--- config.mk ---
export PLATFORM = sky130hd
export DESIGN_NAME = refresh_sched
export DESIGN_NICKNAME = d
export VERILOG_FILES = /design/src/rtl/refresh_pkg.sv /design/src/rtl/refresh_dp.sv /design/src/rtl/refresh_ctrl.sv /design/src/rtl/refresh_sched.sv
export SDC_FILE = /design/constraint.sdc
export NUM_CORES = 1
export LEC_CHECK = 0
export CAP_MARGIN = 40
export CORE_MARGIN = 5
export CORE_UTILIZATION = 45
export DETAILED_ROUTE_END_ITERATION = 16
export DONT_BUFFER_PORTS = 1
export MAX_ROUTING_LAYER = met4
export PLACE_DENSITY = 0.57
export REMOVE_ABC_BUFFERS = 1
export SLEW_MARGIN = 20
export SYNTH_ARGS = -nofsm -noshare
export SYNTH_HDL_FRONTEND = slang
export SYNTH_HIERARCHICAL = 1
export SYNTH_SLANG_ARGS = --single-unit
--- constraint.sdc ---
create_clock -name clk -period 3.6 [get_ports clk]
set_input_delay 0.36 -clock clk [delete_from_list [all_inputs] [get_ports clk]]
set_output_delay 0.36 -clock clk [all_outputs]
set_load 0.1 [all_outputs]
--- src/rtl/refresh_pkg.sv ---
package refresh_pkg;

  // Refresh sequence phases
  typedef enum logic [1:0] {
    ST_IDLE,
    ST_SETUP,
    ST_RASLO,
    ST_PRECH
  } seq_state_e;

  // Strobes from control to datapath
  typedef struct packed {
    logic consume;   // a refresh starts this cycle: take one owed refresh
    logic rowStep;   // advance the controller row counter
  } ctl_strobe_t;

  // Status from datapath to control
  typedef struct packed {
    logic pendAny;   // at least one refresh owed
    logic pendFull;  // backlog at its cap
  } dp_status_t;

endpackage

--- src/rtl/refresh_dp.sv ---
module refresh_dp
  import refresh_pkg::*;
#(
  parameter int INTERVAL_CYC = 1950,
  parameter int PEND_MAX     = 8,
  parameter int ROW_BITS     = 10,
  localparam int PEND_W      = $clog2(PEND_MAX + 1),
  localparam int TMR_W       = (INTERVAL_CYC > 2) ? $clog2(INTERVAL_CYC) : 1
) (
  input  logic                clk,
  input  logic                rstN,
  input  ctl_strobe_t         strobe,
  output dp_status_t          status,
  output logic [PEND_W-1:0]   pendCount,
  output logic [ROW_BITS-1:0] rowAddr,
  output logic                ovfErr
);

  localparam logic [TMR_W-1:0]  TMR_RELOAD = TMR_W'(INTERVAL_CYC - 1);
  localparam logic [PEND_W-1:0] PEND_CAP   = PEND_W'(PEND_MAX);

  logic [TMR_W-1:0]    tmrCnt;
  logic                tmrTick;
  logic [PEND_W-1:0]   pendCnt;
  logic [PEND_W-1:0]   pendNext;
  logic [ROW_BITS-1:0] rowCnt;
  logic                errFlag;

  // Interval down-counter
  assign tmrTick = (tmrCnt == '0);

  always_ff @(posedge clk) begin
    if (!rstN) tmrCnt <= TMR_RELOAD;
    else if (tmrTick) tmrCnt <= TMR_RELOAD;
    else tmrCnt <= tmrCnt - 1'b1;
  end

  // Backlog counter
  always_comb begin
    pendNext = pendCnt;
    if (tmrTick && !strobe.consume) begin
      if (pendCnt != PEND_CAP) pendNext = pendCnt + 1'b1;
    end else if (!tmrTick && strobe.consume) begin
      pendNext = pendCnt - 1'b1;
    end
  end

  always_ff @(posedge clk) begin
    if (!rstN) pendCnt <= '0;
    else pendCnt <= pendNext;
  end

  // Sticky overflow
  always_ff @(posedge clk) begin
    if (!rstN) errFlag <= 1'b0;
    else if (tmrTick && (pendCnt == PEND_CAP) && !strobe.consume) errFlag <= 1'b1;
  end

  // Controller row counter
  always_ff @(posedge clk) begin
    if (!rstN) rowCnt <= '0;
    else if (strobe.rowStep) rowCnt <= rowCnt + 1'b1;
  end

  assign status.pendAny  = (pendCnt != '0);
  assign status.pendFull = (pendCnt == PEND_CAP);
  assign pendCount = pendCnt;
  assign rowAddr   = rowCnt;
  assign ovfErr    = errFlag;


  pend_bound_chk: assert property (@(posedge clk) disable iff (!rstN)
    pendCnt <= PEND_CAP);


  err_sticky_chk: assert property (@(posedge clk) disable iff (!rstN)
    errFlag |=> errFlag);


  row_step_chk: assert property (@(posedge clk) disable iff (!rstN)
    !$stable(rowCnt) |-> rowCnt == ROW_BITS'($past(rowCnt) + 1'b1));

endmodule

--- src/rtl/refresh_ctrl.sv ---
module refresh_ctrl
  import refresh_pkg::*;
#(
  parameter int SETUP_CYC = 1,
  parameter int RASLO_CYC = 7,
  parameter int PRECH_CYC = 4,
  parameter int CAS_LINES = 4,
  parameter int ROW_BITS  = 10,
  localparam int PH_MAX   = (SETUP_CYC > RASLO_CYC)
                            ? ((SETUP_CYC > PRECH_CYC) ? SETUP_CYC : PRECH_CYC)
                            : ((RASLO_CYC > PRECH_CYC) ? RASLO_CYC : PRECH_CYC),
  localparam int PH_W     = $clog2(PH_MAX + 1)
) (
  input  logic                 clk,
  input  logic                 rstN,
  input  logic                 refMode,
  input  logic                 seqIdle,
  input  dp_status_t           status,
  input  logic [ROW_BITS-1:0]  rowAddr,
  output ctl_strobe_t          strobe,
  output logic                 rasN,
  output logic [CAS_LINES-1:0] casN,
  output logic                 weN,
  output logic [ROW_BITS-1:0]  addr,
  output logic                 refBusy,
  output logic                 closeReq
);

  seq_state_e    state, stateNext;
  logic [PH_W-1:0] phase, phaseNext;
  logic          modeLat;   // 1 = RAS-only for the running refresh
  logic          grant;
  logic          phaseEnd;

  assign phaseEnd = (phase == '0);
  assign grant    = (state == ST_IDLE) && status.pendAny && seqIdle;

  always_comb begin
    stateNext = state;
    phaseNext = phase;
    unique case (state)
      ST_IDLE: if (grant) begin
        stateNext = ST_SETUP;
        phaseNext = PH_W'(SETUP_CYC - 1);
      end
      ST_SETUP: if (phaseEnd) begin
        stateNext = ST_RASLO;
        phaseNext = PH_W'(RASLO_CYC - 1);
      end else phaseNext = phase - 1'b1;
      ST_RASLO: if (phaseEnd) begin
        stateNext = ST_PRECH;
        phaseNext = PH_W'(PRECH_CYC - 1);
      end else phaseNext = phase - 1'b1;
      ST_PRECH: if (phaseEnd) stateNext = ST_IDLE;
                else phaseNext = phase - 1'b1;
      default: stateNext = ST_IDLE;
    endcase
  end

  always_ff @(posedge clk) begin
    if (!rstN) begin
      state   <= ST_IDLE;
      phase   <= '0;
      modeLat <= 1'b0;
    end else begin
      state <= stateNext;
      phase <= phaseNext;
      if (grant) modeLat <= refMode;
    end
  end

  assign strobe.consume = grant;
  assign strobe.rowStep = (state == ST_RASLO) && phaseEnd && modeLat;

  // Bus pins
  always_comb begin
    rasN = (state != ST_RASLO);
    casN = '1;
    if (!modeLat && ((state == ST_SETUP) || (state == ST_RASLO))) casN = '0;
    weN  = 1'b1;
    addr = (modeLat && (state != ST_IDLE)) ? rowAddr : '0;
  end

  assign refBusy  = (state != ST_IDLE);
  assign closeReq = status.pendFull && (state == ST_IDLE);


  grant_idle_chk: assert property (@(posedge clk) disable iff (!rstN)
    $rose(refBusy) |-> $past(seqIdle) && $past(status.pendAny));


  cbr_order_chk: assert property (@(posedge clk) disable iff (!rstN)
    ($fell(rasN) && !modeLat) |-> ($past(casN) == '0) && (casN == '0));


  rasonly_cas_chk: assert property (@(posedge clk) disable iff (!rstN)
    (refBusy && modeLat) |-> casN == '1);


  mode_hold_chk: assert property (@(posedge clk) disable iff (!rstN)
    (refBusy && $past(refBusy)) |-> $stable(modeLat));


  close_idle_chk: assert property (@(posedge clk) disable iff (!rstN)
    closeReq |-> !refBusy);

endmodule

--- src/rtl/refresh_sched.sv ---
module refresh_sched
  import refresh_pkg::*;
#(
  parameter int INTERVAL_CYC = 1950,
  parameter int PEND_MAX     = 8,
  parameter int ROW_BITS     = 10,
  parameter int CAS_LINES    = 4,
  parameter int SETUP_CYC    = 1,
  parameter int RASLO_CYC    = 7,
  parameter int PRECH_CYC    = 4,
  localparam int PEND_W      = $clog2(PEND_MAX + 1)
) (
  input  logic                 clk,
  input  logic                 rstN,
  input  logic                 refMode,
  input  logic                 seqIdle,
  output logic                 refBusy,
  output logic                 closeReq,
  output logic                 rasN,
  output logic [CAS_LINES-1:0] casN,
  output logic                 weN,
  output logic [ROW_BITS-1:0]  addr,
  output logic [PEND_W-1:0]    pendCount,
  output logic                 ovfErr
);

  ctl_strobe_t         strobe;
  dp_status_t          status;
  logic [ROW_BITS-1:0] rowAddr;

  refresh_dp #(
    .INTERVAL_CYC(INTERVAL_CYC),
    .PEND_MAX    (PEND_MAX),
    .ROW_BITS    (ROW_BITS)
  ) u_dp (
    .clk      (clk),
    .rstN     (rstN),
    .strobe   (strobe),
    .status   (status),
    .pendCount(pendCount),
    .rowAddr  (rowAddr),
    .ovfErr   (ovfErr)
  );

  refresh_ctrl #(
    .SETUP_CYC(SETUP_CYC),
    .RASLO_CYC(RASLO_CYC),
    .PRECH_CYC(PRECH_CYC),
    .CAS_LINES(CAS_LINES),
    .ROW_BITS (ROW_BITS)
  ) u_ctrl (
    .clk     (clk),
    .rstN    (rstN),
    .refMode (refMode),
    .seqIdle (seqIdle),
    .status  (status),
    .rowAddr (rowAddr),
    .strobe  (strobe),
    .rasN    (rasN),
    .casN    (casN),
    .weN     (weN),
    .addr    (addr),
    .refBusy (refBusy),
    .closeReq(closeReq)
  );

endmodule

Word-level counts from Yosys, hierarchy flattened
Cells that the tools add are included.
{"block": "op_classes", "addsub": 5, "mul": 0, "n_div": 0, "order_cmp": 0, "n_eq_ne": 12, "shifts": 0, "n_mux": 15, "n_bitwise": 1, "reduce_logical": 25}
{"operator": "$mux W4", "n": 4}
{"operator": "$mux W3", "n": 4}
{"operator": "$pmux W3 S4", "n": 1}
{"operator": "$logic_and A1 B1 Y1", "n": 11}
{"operator": "$logic_not A11 Y1", "n": 1}
{"operator": "$sub A11 B1 Y11 const B", "n": 1}
{"operator": "$add A10 B1 Y10 const B", "n": 1}
{"operator": "$mux W10", "n": 1}
{"operator": "$mux W2", "n": 4}
{"operator": "$ne A2 B1 Y1 const B", "n": 4}
{"operator": "$pmux W2 S4", "n": 1}
{"operator": "$ne A2 B2 Y1 const B", "n": 3}
{"operator": "$add A4 B1 Y4 const B", "n": 1}
{"operator": "$eq A2 B2 Y1 const B", "n": 2}
{"operator": "$eq A4 B4 Y1 const B", "n": 1}
{"operator": "$ne A4 B4 Y1 const B", "n": 1}
{"operator": "$reduce_and A2 Y1", "n": 2}
{"operator": "$reduce_and A4 Y1", "n": 1}
{"operator": "$reduce_bool A2 Y1", "n": 2}
{"operator": "$reduce_bool A4 Y1", "n": 1}
{"operator": "$sub A4 B1 Y4 const B", "n": 1}
{"operator": "$logic_not A1 Y1", "n": 3}
{"operator": "$logic_not A3 Y1", "n": 1}
{"operator": "$sub A3 B1 Y3 const B", "n": 1}
{"operator": "other kinds (5)", "n": 5}
{"block": "word_totals", "ff_bits": 32, "latchBits": 0, "ramBits": 0, "romBits": 0, "wordCells": 65, "memories": 0}

Depth between registers and ports, before layout
Gate-level depths: netlist of run 1.
{"block": "logic_depth", "depth_word": 7, "depth_mapped": 11}

Cells and area by module
Netlist of run 1, hierarchy kept.
{"mod": "refresh_dp", "n_inst": 1, "cells_each": 133, "area_each_um2": 1276.2, "seq_area_each_um2": 520.5}
{"mod": "refresh_ctrl", "n_inst": 1, "cells_each": 73, "area_each_um2": 588.1, "seq_area_each_um2": 120.1}

Worst setup path before layout of run 1
OpenSTA, ideal clock, no wires.
{"block": "synth_timing", "kind": "flip-flop to flip-flop", "startpoint": "register u_dp.pendCnt[0], in the netlist u_dp/pendCount[0]", "endpoint": "register u_dp.pendCnt[3], in the netlist u_dp/pendCount[3]", "setup_time_ns": 0.072, "arrival_ns": 3.118, "slack_ns": 0.410, "stages_incl_launch_ff": 11, "n_path_buf": 1, "synth_period_minus_slack_ns": 3.190, "cell_sequence": "dfxtp_1 or4_1 nand2_1 nor2_2 buf_4 or2_2 ha_1 nand3_1 a211o_1 mux2i_1 mux2i_1"}
{"item": "from (decl)", "line_no": "refresh_dp.sv:24", "text": "logic [PEND_W-1:0] pendCnt;"}
{"item": "from (signal assigned)", "line_no": "refresh_dp.sv:50", "text": "else pendCnt <= pendNext;"}

==> run_summary.xml, run 1 <==
<?xml version="1.0" encoding="UTF-8"?>
<metrics>
  <group name="status">
    <metric name="status" unit="">finished, final reports clean</metric>
  </group>
  <group name="die">
    <metric name="start_util" unit="">0.466</metric>
    <metric name="floorplan.die_area" unit="µm²">5530</metric>
    <metric name="core-area" unit="µm²">4000</metric>
    <metric name="fp.dieH" unit="µm">74.4</metric>
    <metric name="die_width" unit="µm">74.4</metric>
    <metric name="num_io_pins" unit="">27</metric>
    <metric name="std_cell_rows" unit="">23</metric>
  </group>
  <group name="min_path">
    <metric name="hold_depth" unit="">1</metric>
    <metric name="whs_endpoint" unit="">u_dp/tmrCnt[4]$_SDFF_PP1_</metric>
    <metric name="worst_hold_path_type" unit="">in -&gt; reg</metric>
    <metric name="min-delay-start" unit="">rstN</metric>
  </group>
  <group name="placed_design">
    <metric name="final_gp_congestion" unit="">0.794</metric>
    <metric name="detailedPlace.worstSlack" unit="ns">0.932</metric>
    <metric name="dp.final_hpwl" unit="µm">2830</metric>
    <metric name="port_buffers" unit="">0</metric>
  </group>
  <group name="sta">
    <metric name="rsz0062_at_grt" unit="">no</metric>
    <metric name="clock_skew" unit="ns">0.00639</metric>
    <metric name="timing.fmax" unit="GHz">0.370</metric>
    <metric name="final_critical_path_setup_slack" unit="ns">0.900</metric>
    <metric name="timing.slew.headroom" unit="">0.454</metric>
    <metric name="slew_viol_final" unit="">0</metric>
    <metric name="period_minus_slack" unit="ns">2.70</metric>
    <metric name="final-setup-viol-count" unit="">0</metric>
    <metric name="fin_crit_sh" unit="">0.750</metric>
    <metric name="finalHoldViolCount" unit="">0</metric>
    <metric name="final.setup.tns" unit="ns">0</metric>
    <metric name="worstMarginPinSlew" unit="ns">0.819</metric>
  </group>
  <group name="pwr">
    <metric name="leakage_power_of_the_design" unit="nW">0.865</metric>
    <metric name="switching_share" unit="">0.509</metric>
    <metric name="sequentialPowerShare" unit="">0.242</metric>
    <metric name="switching_power" unit="µW">861</metric>
    <metric name="clockPowerShare" unit="">0.199</metric>
    <metric name="worst_ir_drop_vdd" unit="mV">1.30</metric>
    <metric name="comb_power_share" unit="">0.559</metric>
    <metric name="pwr_density_cell" unit="nW/µm²">780</metric>
    <metric name="power.internal" unit="µW">829</metric>
  </group>
  <group name="detailed_routing">
    <metric name="antenna_violating_nets_post_route" unit="">0</metric>
    <metric name="drt_iter0_drc" unit="">46</metric>
    <metric name="drcViolationCount" unit="">0</metric>
    <metric name="dr.pass1.iters" unit="">4</metric>
    <metric name="per_cell_routed_wire_length" unit="µm">13.6</metric>
    <metric name="detail_route.vias_per_cell" unit="">5.26</metric>
    <metric name="routed-via-count" unit="">1440</metric>
    <metric name="drt-total-wl" unit="µm">3730</metric>
  </group>
  <group name="global_routing">
    <metric name="grt_first_pass_wirelength" unit="µm">6370</metric>
    <metric name="grt_pass1_vias" unit="">1466</metric>
    <metric name="track_usage" unit="">0.154</metric>
    <metric name="grt.overflow.total" unit="">0</metric>
    <metric name="pin_count_of_the_biggest_net_entering_global_routing" unit="">32</metric>
    <metric name="grt_antenna_before_repair" unit="">0</metric>
  </group>
  <group name="synthesis">
    <metric name="postSynth.topFlopCell" unit="">dfxtp_1</metric>
    <metric name="yosys.area.top_type_share" unit="">0.344</metric>
    <metric name="flip_flop_and_latch_count_after_synthesis" unit="">32</metric>
    <metric name="synth_cell_types" unit="">52</metric>
    <metric name="yosys_warnings" unit="">6</metric>
    <metric name="post-synth-top-area-cell" unit="">dfxtp_1</metric>
    <metric name="syn_inst" unit="">206</metric>
    <metric name="postSynthAreaPerCell" unit="µm²">9.05</metric>
    <metric name="asyncSetResetFlopFracSynth" unit="">0</metric>
    <metric name="proportion_of_synthesized_chip_area_in_sequential_cells" unit="">0.344</metric>
    <metric name="dominant_cells_by_area_after_synthesis" unit="">dfxtp_1 (34%), ha_1 (7.4%), and2_1 (5.7%)</metric>
    <metric name="synth-edff-count" unit="">0</metric>
    <metric name="syn-cell-area" unit="µm²">1860</metric>
  </group>
  <group name="clocking">
    <metric name="post_cts.repair.setup_buffers" unit="">0</metric>
    <metric name="path_clk_slew" unit="ns">0.07</metric>
    <metric name="cts-root-buf" unit="">clkbuf_8</metric>
    <metric name="tritoncts" unit="">built</metric>
    <metric name="postCtsHoldBufs" unit="">0</metric>
    <metric name="clock_path_buffers" unit="">2</metric>
    <metric name="cts.sinks" unit="">32</metric>
    <metric name="insertion_delay" unit="ns">0.28</metric>
    <metric name="clock_tree.htree_level_count" unit="">2</metric>
    <metric name="cts_resized" unit="">0</metric>
    <metric name="tritoncts.num_buffers" unit="">5</metric>
  </group>
  <group name="cells_and_area">
    <metric name="fin_nets" unit="">239</metric>
    <metric name="relative_area_change_from_synthesis_to_final_layout" unit="%">16.2</metric>
    <metric name="final.fill_count" unit="">356</metric>
    <metric name="fin_util" unit="">0.542</metric>
    <metric name="drive_gt1_frac" unit="">0.196</metric>
    <metric name="antenna_cells" unit="">0</metric>
  </group>
  <group name="critical_path">
    <metric name="rrSetupSlack" unit="ns">0.90</metric>
    <metric name="critical_path.slowest_cell" unit="">or4_1</metric>
    <metric name="worstPathMaxFanout" unit="">7</metric>
    <metric name="critPathRequiredTime" unit="ns">3.82</metric>
    <metric name="cpPeakStageDelay" unit="ns">0.51</metric>
    <metric name="critical_register_to_register_path_endpoint" unit="">u_dp/pendCount[3]$_SDFFE_PN0P_</metric>
    <metric name="worst_path_most_repeated_cell" unit="">mux2i_1</metric>
    <metric name="r2r_start" unit="">u_dp/pendCount[0]$_SDFFE_PN0P_</metric>
    <metric name="criticalPathCategory" unit="">reg -&gt; reg</metric>
    <metric name="critical_path.startpoint_type" unit="">flip-flop</metric>
    <metric name="critPathArrivalTime" unit="ns">2.92</metric>
    <metric name="setup.worst_path.end_class" unit="">flip-flop</metric>
    <metric name="reg2reg_depth" unit="">9</metric>
    <metric name="critical_path.cell_chain" unit="">or4_1, nand2_1, nor2_2, or2_2, ha_1, a21oi_1, a211o_1, mux2i_1, mux2i_1</metric>
  </group>
  <group name="flow_run">
    <metric name="cap_violations" unit="">0</metric>
  </group>
</metrics>
registers in the layout, indices dropped and copies added (netlist names):
register	flops
u_dp/rowAddr	10
u_ctrl/modeLat	1
u_dp/pendCount	4
u_ctrl/phase	3
u_dp/tmrCnt	11
u_dp/ovfErr	1
u_ctrl/state	2
cell type report:
cell class / count / area [µm²] / area share
Sequential cell: 32 / 641 / 0.296
Multi-Input combinational cell: 157 / 1150 / 0.529
Timing Repair Buffer: 18 / 175 / 0.0808
Clock inverter: 2 / 35.0 / 0.0162
Inverter: 9 / 33.8 / 0.0156
Clock buffer: 6 / 72.6 / 0.0335
Tap cell: 50 / 62.6 / 0.0289
per-layer routing:
layer,vias up,GRT usage,share of wire
met3,13,0.0473,0.039
met2,29,0.259,0.51
met4,0,0.0791,0.024
li1,724,-,-
met5,-,-,0
met1,674,0.163,0.42
stage by stage:
| step | power [mW] | cells | instance area [µm²] | hold slack (ns) |
|---|---|---|---|---|
| floorplan | 1.08 | 198 | 1810 | 0.366 |
| global placement | 1.28 | 264 | 2000 | 0.374 |
| detailed placement | 1.36 | 266 | 2060 | 0.387 |
| CTS | 1.71 | 274 | 2170 | 0.130 |
| global route | 1.77 | 274 | 2170 | 0.143 |
| finish | 1.69 | 274 | 2170 | 0.143 |
cells in the final DEF, fill, tap and decap left out, types with 3 or more instances in the layout:
master and count:
nand4_1 3, and2_1 17, buf_4 16, clkbuf_8 5, mux2i_1 7, a21oi_1 3
xor2_1 6, ha_1 11, nor2_1 10, nor2b_1 4, dfxtp_1 32, nand3_1 5
nand2_1 28, inv_1 9, o21ai_0 6, xnor2_1 9, or3_1 4, a21boi_0 3
nor3_1 3
Yosys cell counts (3+ instances only):
cell / number
a21boi_0: 3
nand4_1: 3
nand2b_1: 3
nand3_1: 5
dfxtp_1: 32
buf_4: 5
inv_1: 9
nand2_1: 28
ha_1: 11
and2_1: 17
nor2b_1: 4
xnor2_1: 9
nor2_1: 10
or3_1: 4
nor3_1: 3
xor2_1: 6
o21ai_0: 6
a21oi_1: 3
mux2i_1: 7
kinds of logic (layout without fill, tap and decap cells):
group,after synthesis,count (layout),synth area share
AND/OR/NAND/NOR,96,96,0.303
flip-flops,32,32,0.344
AO/OA/AOI/OAI,25,25,0.102
buffers and inverters,17,35,0.0450
XOR/XNOR,15,15,0.0705
adder cells (fa/ha/maj),12,12,0.0846
multiplexers,8,8,0.0497
other,1,1,0.00201
worst max-delay path by stage:
stage	start	endpoint	slack (ns)	cells past startpoint
final	u_dp/pendCount[0]$_SDFFE_PN0P_	u_dp/pendCount[3]$_SDFFE_PN0P_	0.90	9
after global routing	u_dp/pendCount[0]$_SDFFE_PN0P_	u_dp/pendCount[3]$_SDFFE_PN0P_	0.74	9
after CTS	u_dp/pendCount[0]$_SDFFE_PN0P_	u_dp/pendCount[3]$_SDFFE_PN0P_	0.90	9
after detailed placement	u_dp/pendCount[0]$_SDFFE_PN0P_	u_dp/pendCount[3]$_SDFFE_PN0P_	0.93	9
after global placement	u_dp/pendCount[0]$_SDFFE_PN0P_	u_dp/pendCount[3]$_SDFFE_PN0P_	1.04	9
after floorplan	u_ctrl/state[0]$_SDFFE_PN0P_	casN[0]	-0.16	3
power by group through the flow:
stage	clock (mW)	sequential (mW)	combinational (mW)
6_report	0.336	0.409	0.945
3_5_place_dp	0	0.417	0.945
2_1_floorplan	0	0.482	0.601
4_1_cts	0.351	0.410	0.947
3_3_place_gp	0	0.414	0.865
5_1_grt	0.362	0.414	0.989
worst max-delay path, delay by kind of cell, from the launching register on:
family                     cells  cell delay [ns]
DFF                            1             0.31
adders and majority gates      1             0.35
muxes                          2             0.35
AOI/OAI and AO/OA              2             0.43
and+or+nand+nor                4             1.19
No activity file was read; power rests on OpenSTA's default activity.
==> run 2: changes to the inputs <==
- clock period: 3.6 -> 2.7 ns (I/O delays scaled with it)
==> run 2 against run 1 <==
Effect of this change: power rose by 33%; combinational power is 33% higher; die area stayed put; global-route usage increased by 0.17 points; highest routed layer unchanged.
==> run_summary.xml, run 2 (synthesis results as in run 1) <==
<?xml version="1.0" encoding="UTF-8"?>
<metrics>
  <group name="status">
    <metric name="status" unit="">finished, final reports clean</metric>
  </group>
  <group name="pwr">
    <metric name="switching_power" unit="mW">1.15</metric>
    <metric name="sequentialPowerShare" unit="">0.242</metric>
    <metric name="switching_share" unit="">0.510</metric>
    <metric name="clockPowerShare" unit="">0.198</metric>
    <metric name="comb_power_share" unit="">0.559</metric>
    <metric name="leakage_power_of_the_design" unit="nW">0.874</metric>
    <metric name="worst_ir_drop_vdd" unit="mV">1.85</metric>
    <metric name="power.internal" unit="mW">1.10</metric>
    <metric name="pwr_density_cell" unit="nW/µm²">1030</metric>
  </group>
  <group name="sta">
    <metric name="period_minus_slack" unit="ns">2.52</metric>
    <metric name="final.setup.tns" unit="ns">0</metric>
    <metric name="fin_crit_sh" unit="">0.932</metric>
    <metric name="slew_viol_final" unit="">0</metric>
    <metric name="timing.fmax" unit="GHz">0.398</metric>
    <metric name="timing.slew.headroom" unit="">0.451</metric>
    <metric name="worstMarginPinSlew" unit="ns">0.822</metric>
    <metric name="rsz0062_at_grt" unit="">no</metric>
    <metric name="clock_skew" unit="ns">0.00544</metric>
    <metric name="final-setup-viol-count" unit="">0</metric>
    <metric name="finalHoldViolCount" unit="">0</metric>
    <metric name="final_critical_path_setup_slack" unit="ns">0.185</metric>
  </group>
  <group name="clocking">
    <metric name="cts.sinks" unit="">32</metric>
    <metric name="tritoncts" unit="">built</metric>
    <metric name="insertion_delay" unit="ns">0.28</metric>
    <metric name="postCtsHoldBufs" unit="">0</metric>
    <metric name="post_cts.repair.setup_buffers" unit="">0</metric>
    <metric name="tritoncts.num_buffers" unit="">5</metric>
    <metric name="cts-root-buf" unit="">clkbuf_8</metric>
    <metric name="cts_resized" unit="">0</metric>
    <metric name="path_clk_slew" unit="ns">0.07</metric>
    <metric name="clock_path_buffers" unit="">2</metric>
    <metric name="clock_tree.htree_level_count" unit="">2</metric>
  </group>
  <group name="detailed_routing">
    <metric name="per_cell_routed_wire_length" unit="µm">13.7</metric>
    <metric name="antenna_violating_nets_post_route" unit="">0</metric>
    <metric name="drt_iter0_drc" unit="">46</metric>
    <metric name="dr.pass1.iters" unit="">4</metric>
    <metric name="drcViolationCount" unit="">0</metric>
    <metric name="drt-total-wl" unit="µm">3790</metric>
    <metric name="detail_route.vias_per_cell" unit="">5.22</metric>
    <metric name="routed-via-count" unit="">1447</metric>
  </group>
  <group name="die">
    <metric name="fp.dieH" unit="µm">74.4</metric>
    <metric name="floorplan.die_area" unit="µm²">5530</metric>
    <metric name="core-area" unit="µm²">4000</metric>
    <metric name="num_io_pins" unit="">27</metric>
    <metric name="start_util" unit="">0.466</metric>
    <metric name="std_cell_rows" unit="">23</metric>
    <metric name="die_width" unit="µm">74.4</metric>
  </group>
  <group name="critical_path">
    <metric name="critical_path.startpoint_type" unit="">flip-flop</metric>
    <metric name="critPathRequiredTime" unit="ns">2.92</metric>
    <metric name="worstPathMaxFanout" unit="">7</metric>
    <metric name="criticalPathCategory" unit="">reg -&gt; reg</metric>
    <metric name="critPathArrivalTime" unit="ns">2.73</metric>
    <metric name="setup.worst_path.end_class" unit="">flip-flop</metric>
  </group>
  <group name="placed_design">
    <metric name="detailedPlace.worstSlack" unit="ns">0.199</metric>
    <metric name="port_buffers" unit="">0</metric>
    <metric name="final_gp_congestion" unit="">0.866</metric>
    <metric name="dp.final_hpwl" unit="µm">2830</metric>
  </group>
  <group name="cells_and_area">
    <metric name="relative_area_change_from_synthesis_to_final_layout" unit="%">17.0</metric>
    <metric name="fin_nets" unit="">242</metric>
    <metric name="registers.top_by_ff_count" unit="">u_dp/tmrCnt</metric>
    <metric name="layout_commonest_cell" unit="">dfxtp_1</metric>
    <metric name="drive_gt1_frac" unit="">0.207</metric>
    <metric name="area.sequential" unit="µm²">641</metric>
    <metric name="multi_input_comb_area" unit="µm²">1150</metric>
    <metric name="layout.cells.most_common_list" unit="">dfxtp_1 (32), nand2_1 (28), buf_4 (19)</metric>
    <metric name="largest_register_ff_count" unit="">11</metric>
    <metric name="antenna_cells" unit="">0</metric>
    <metric name="final.fill_count" unit="">374</metric>
  </group>
  <group name="global_routing">
    <metric name="grt_first_pass_wirelength" unit="µm">6380</metric>
    <metric name="pin_count_of_the_biggest_net_entering_global_routing" unit="">32</metric>
    <metric name="track_usage" unit="">0.156</metric>
    <metric name="grt_antenna_before_repair" unit="">0</metric>
    <metric name="grt_pass1_vias" unit="">1421</metric>
    <metric name="grt.overflow.total" unit="">0</metric>
  </group>
  <group name="flow_run">
    <metric name="cap_violations" unit="">0</metric>
  </group>
  <group name="min_path">
    <metric name="worst_hold_path_type" unit="">in -&gt; reg</metric>
  </group>
</metrics>
## run 2: power groups by stage
stage	clock, mW	sequential [mW]	combinational (mW)
CTS	0.460	0.546	1.26
floorplan	0	0.642	0.735
global placement	0	0.552	1.23
detailed placement	0	0.556	1.26
finish	0.446	0.546	1.26
global route	0.488	0.552	1.32
## run 2: path summary, 6_finish.rpt
check / to / slack [ns] / cells after the start / startpoint
worst max-delay path: u_dp/pendCount[3]$_SDFFE_PN0P_ / 0.18 / 9 / u_dp/pendCount[0]$_SDFFE_PN0P_
worst min-delay path: u_dp/tmrCnt[4]$_SDFF_PP1_ / 0.05 / 1 / rstN
worst max register to register: u_dp/pendCount[3]$_SDFFE_PN0P_ / 0.18 / 9 / u_dp/pendCount[0]$_SDFFE_PN0P_
worst min register to register: u_dp/tmrCnt[0]$_SDFF_PP1_ / 0.39 / 1 / u_dp/tmrCnt[0]$_SDFF_PP1_
## run 2: metal layers
layer / wire, µm / share of wire / up-vias / GRT usage
met1: 1720 / 0.45 / 683 / 0.178
met4: 61 / 0.016 / 0 / 0.0534
met3: 135 / 0.036 / 7 / 0.0514
met5: 0 / 0 / - / -
li1: - / - / 731 / -
met2: 1870 / 0.49 / 26 / 0.256
## run 2: area by class of cell
type,count,share of cell area
multi-input cells,157,0.526
flip-flops and latches,32,0.294
repair buffers,21,0.0872
clock buffers,6,0.0333
well taps,50,0.0287
clock inverters,2,0.0161
inverters,9,0.0155
## run 2: critical path: stages (launching register included)
cell	delay, ns
dfxtp_1	0.31
or4_1	0.52
nand2_1	0.11
nor2_2	0.09
or2_2	0.34
ha_1	0.33
nand3_1	0.11
a211o_1	0.28
mux2i_1	0.17
mux2i_1	0.19
## run 2: through the flow
step	util	instance area [µm²]	instances	power, mW	hold slack (ns)
final	0.546	2180	277	2.25	0.0521
after detailed placement	0.519	2070	269	1.82	0.341
after floorplan	-	1810	198	1.38	0.332
after CTS	0.546	2180	277	2.27	0.0396
after global routing	0.546	2180	277	2.36	0.0396
after global placement	0.512	2050	268	1.79	0.337
==> run 3: changes to the inputs <==
==> constraint.sdc (replaced) <==
create_clock -name clk -period 2.7 [get_ports clk]
set_input_delay 0.54 -clock clk [delete_from_list [all_inputs] [get_ports clk]]
set_output_delay 0.54 -clock clk [all_outputs]
set_load 0.005 [all_outputs]
==> run 3 against run 2 <==
Effect of this change: die area unchanged; non-clock buffer count decreased by 16; first-iteration DRC count shrank 20%; core utilization decreased by 4.4 points; design area is 8.1% lower; hold slack improved by 0.28 ns; cell count down 5.8%; critical path type unchanged.
==> run_summary.xml, run 3 (synthesis results as in run 1) <==
<?xml version="1.0" encoding="UTF-8"?>
<metrics>
  <group name="status">
    <metric name="status" unit="">finished, final reports clean</metric>
  </group>
  <group name="cells_and_area">
    <metric name="largest_register_ff_count" unit="">11</metric>
    <metric name="fin_nets" unit="">226</metric>
    <metric name="relative_area_change_from_synthesis_to_final_layout" unit="%">7.52</metric>
    <metric name="area.sequential" unit="µm²">641</metric>
    <metric name="drive_gt1_frac" unit="">0.137</metric>
    <metric name="multi_input_comb_area" unit="µm²">1140</metric>
    <metric name="antenna_cells" unit="">0</metric>
    <metric name="final.fill_count" unit="">395</metric>
    <metric name="fin_area" unit="µm²">2000</metric>
    <metric name="layout.cells.most_common_list" unit="">dfxtp_1 (32), nand2_1 (28), and2_1 (17)</metric>
    <metric name="fin_util" unit="">0.501</metric>
    <metric name="registers.top_by_ff_count" unit="">u_dp/tmrCnt</metric>
    <metric name="layout_commonest_cell" unit="">dfxtp_1</metric>
  </group>
  <group name="critical_path">
    <metric name="cpPeakStageDelay" unit="ns">0.48</metric>
    <metric name="path_depth" unit="">9</metric>
    <metric name="cp_top_family" unit="">simple AND/OR/NAND/NOR gates</metric>
    <metric name="critPathArrivalTime" unit="ns">2.76</metric>
    <metric name="critical_path.cell_chain" unit="">or4_1, nand2_1, nor2_2, or2_2, ha_1, a21oi_1, a211o_1, mux2i_1, mux2i_1</metric>
    <metric name="criticalPathCategory" unit="">reg -&gt; reg</metric>
    <metric name="critical_path.startpoint_type" unit="">flip-flop</metric>
    <metric name="rrSetupSlack" unit="ns">0.14</metric>
    <metric name="critPathRequiredTime" unit="ns">2.90</metric>
    <metric name="worst_path_most_repeated_cell" unit="">mux2i_1</metric>
    <metric name="critical_path.n_buffers_inverters" unit="">0</metric>
    <metric name="critical_path.slowest_cell" unit="">or4_1</metric>
    <metric name="critical_register_to_register_path_endpoint" unit="">u_dp/pendCount[3]$_SDFFE_PN0P_</metric>
    <metric name="r2r_start" unit="">u_dp/pendCount[2]$_SDFFE_PN0P_</metric>
    <metric name="setup.worst_path.end_class" unit="">flip-flop</metric>
    <metric name="worstPathMaxFanout" unit="">7</metric>
    <metric name="reg2reg_depth" unit="">9</metric>
  </group>
  <group name="placed_design">
    <metric name="port_buffers" unit="">0</metric>
    <metric name="detailedPlace.worstSlack" unit="ns">0.164</metric>
    <metric name="dp.final_hpwl" unit="µm">2800</metric>
    <metric name="final_gp_congestion" unit="">0.829</metric>
    <metric name="placed_cell_areas" unit="µm²">1910</metric>
  </group>
  <group name="sta">
    <metric name="final_critical_path_setup_slack" unit="ns">0.139</metric>
    <metric name="timing.slew.headroom" unit="">0.635</metric>
    <metric name="final.setup.tns" unit="ns">0</metric>
    <metric name="rsz0062_at_grt" unit="">no</metric>
    <metric name="final-setup-viol-count" unit="">0</metric>
    <metric name="slew_viol_final" unit="">0</metric>
    <metric name="clock_skew" unit="ns">0.00253</metric>
    <metric name="period_minus_slack" unit="ns">2.56</metric>
    <metric name="finalHoldViolCount" unit="">0</metric>
    <metric name="timing.fmax" unit="GHz">0.391</metric>
    <metric name="worstMarginPinSlew" unit="ns">0.546</metric>
    <metric name="fin_crit_sh" unit="">0.948</metric>
  </group>
  <group name="detailed_routing">
    <metric name="routed-via-count" unit="">1394</metric>
    <metric name="drt-total-wl" unit="µm">3720</metric>
    <metric name="drcViolationCount" unit="">0</metric>
    <metric name="per_cell_routed_wire_length" unit="µm">14.2</metric>
    <metric name="detail_route.vias_per_cell" unit="">5.34</metric>
    <metric name="drt_iter0_drc" unit="">37</metric>
    <metric name="dr.pass1.iters" unit="">4</metric>
    <metric name="antenna_violating_nets_post_route" unit="">0</metric>
  </group>
  <group name="global_routing">
    <metric name="grt_antenna_before_repair" unit="">0</metric>
    <metric name="grt_pass1_vias" unit="">1454</metric>
    <metric name="grt_first_pass_wirelength" unit="µm">6220</metric>
    <metric name="pin_count_of_the_biggest_net_entering_global_routing" unit="">32</metric>
    <metric name="grt.overflow.total" unit="">0</metric>
    <metric name="track_usage" unit="">0.149</metric>
  </group>
  <group name="die">
    <metric name="die_width" unit="µm">74.4</metric>
    <metric name="fp.dieH" unit="µm">74.4</metric>
    <metric name="std_cell_rows" unit="">23</metric>
    <metric name="floorplan.die_area" unit="µm²">5530</metric>
    <metric name="num_io_pins" unit="">27</metric>
    <metric name="start_util" unit="">0.466</metric>
    <metric name="core-area" unit="µm²">4000</metric>
  </group>
  <group name="min_path">
    <metric name="whs_endpoint" unit="">u_dp/tmrCnt[4]$_SDFF_PP1_</metric>
    <metric name="hold_depth" unit="">1</metric>
    <metric name="min-delay-start" unit="">rstN</metric>
    <metric name="worst_hold_path_type" unit="">in -&gt; reg</metric>
  </group>
  <group name="clocking">
    <metric name="cts_resized" unit="">0</metric>
    <metric name="postCtsHoldBufs" unit="">0</metric>
    <metric name="clock_tree.htree_level_count" unit="">2</metric>
    <metric name="post_cts.repair.setup_buffers" unit="">0</metric>
    <metric name="tritoncts.num_buffers" unit="">5</metric>
    <metric name="path_clk_slew" unit="ns">0.06</metric>
    <metric name="tritoncts" unit="">built</metric>
    <metric name="clock_path_buffers" unit="">2</metric>
    <metric name="cts.sinks" unit="">32</metric>
    <metric name="cts-root-buf" unit="">clkbuf_8</metric>
    <metric name="insertion_delay" unit="ns">0.27</metric>
  </group>
  <group name="pwr">
    <metric name="sequentialPowerShare" unit="">0.376</metric>
    <metric name="power.internal" unit="µW">953</metric>
    <metric name="pwr_density_cell" unit="nW/µm²">732</metric>
    <metric name="power" unit="mW">1.47</metric>
    <metric name="clockPowerShare" unit="">0.253</metric>
    <metric name="leakage_power_of_the_design" unit="nW">0.766</metric>
    <metric name="comb_power_share" unit="">0.371</metric>
    <metric name="worst_ir_drop_vdd" unit="mV">0.474</metric>
    <metric name="switching_power" unit="µW">514</metric>
    <metric name="switching_share" unit="">0.350</metric>
  </group>
  <group name="flow_run">
    <metric name="cap_violations" unit="">0</metric>
  </group>
</metrics>
-- run 3: cell type report --
cell class / instances / area share
timing repair buffer: 5 / 0.0187
inverter: 9 / 0.0169
tap: 50 / 0.0312
clock buffer: 8 / 0.0449
sequential: 32 / 0.320
multi-input combinational: 157 / 0.569
-- run 3: worst max path at each step --
| stage | slack [ns] | to | from |
|---|---|---|---|
| 3_3_place_gp | 0.24 | u_dp/pendCount[3]$_SDFFE_PN0P_ | u_dp/pendCount[2]$_SDFFE_PN0P_ |
| 2_1_floorplan | 0.13 | u_dp/pendCount[3]$_SDFFE_PN0P_ | u_dp/pendCount[0]$_SDFFE_PN0P_ |
| 3_5_place_dp | 0.16 | u_dp/pendCount[3]$_SDFFE_PN0P_ | u_dp/pendCount[2]$_SDFFE_PN0P_ |
| 5_1_grt | 0.01 | u_dp/pendCount[3]$_SDFFE_PN0P_ | u_dp/pendCount[2]$_SDFFE_PN0P_ |
| 6_report | 0.14 | u_dp/pendCount[3]$_SDFFE_PN0P_ | u_dp/pendCount[2]$_SDFFE_PN0P_ |
| 4_1_cts | 0.15 | u_dp/pendCount[3]$_SDFFE_PN0P_ | u_dp/pendCount[2]$_SDFFE_PN0P_ |
-- run 3: routing by layer --
metal  part of all wire  track usage
met1               0.44        0.158
met2               0.52        0.254
met3              0.040       0.0554
met4             0.0059       0.0553
met5                  0            -
-- run 3: stage by stage --
stage | cells | hold slack (ns)
after CTS | 261 | 0.319
after global placement | 253 | 0.374
after floorplan | 198 | 0.366
after detailed placement | 253 | 0.386
after global routing | 261 | 0.313
final | 261 | 0.329
-- run 3: power groups by stage --
stage                     clock network (mW)  logic, mW  registers (mW)
after floorplan                            0      0.417           0.560
after global placement                     0      0.531           0.558
after detailed placement                   0      0.545           0.563
after CTS                              0.386      0.547           0.552
after global routing                   0.407      0.602           0.560
final                                  0.371      0.545           0.552
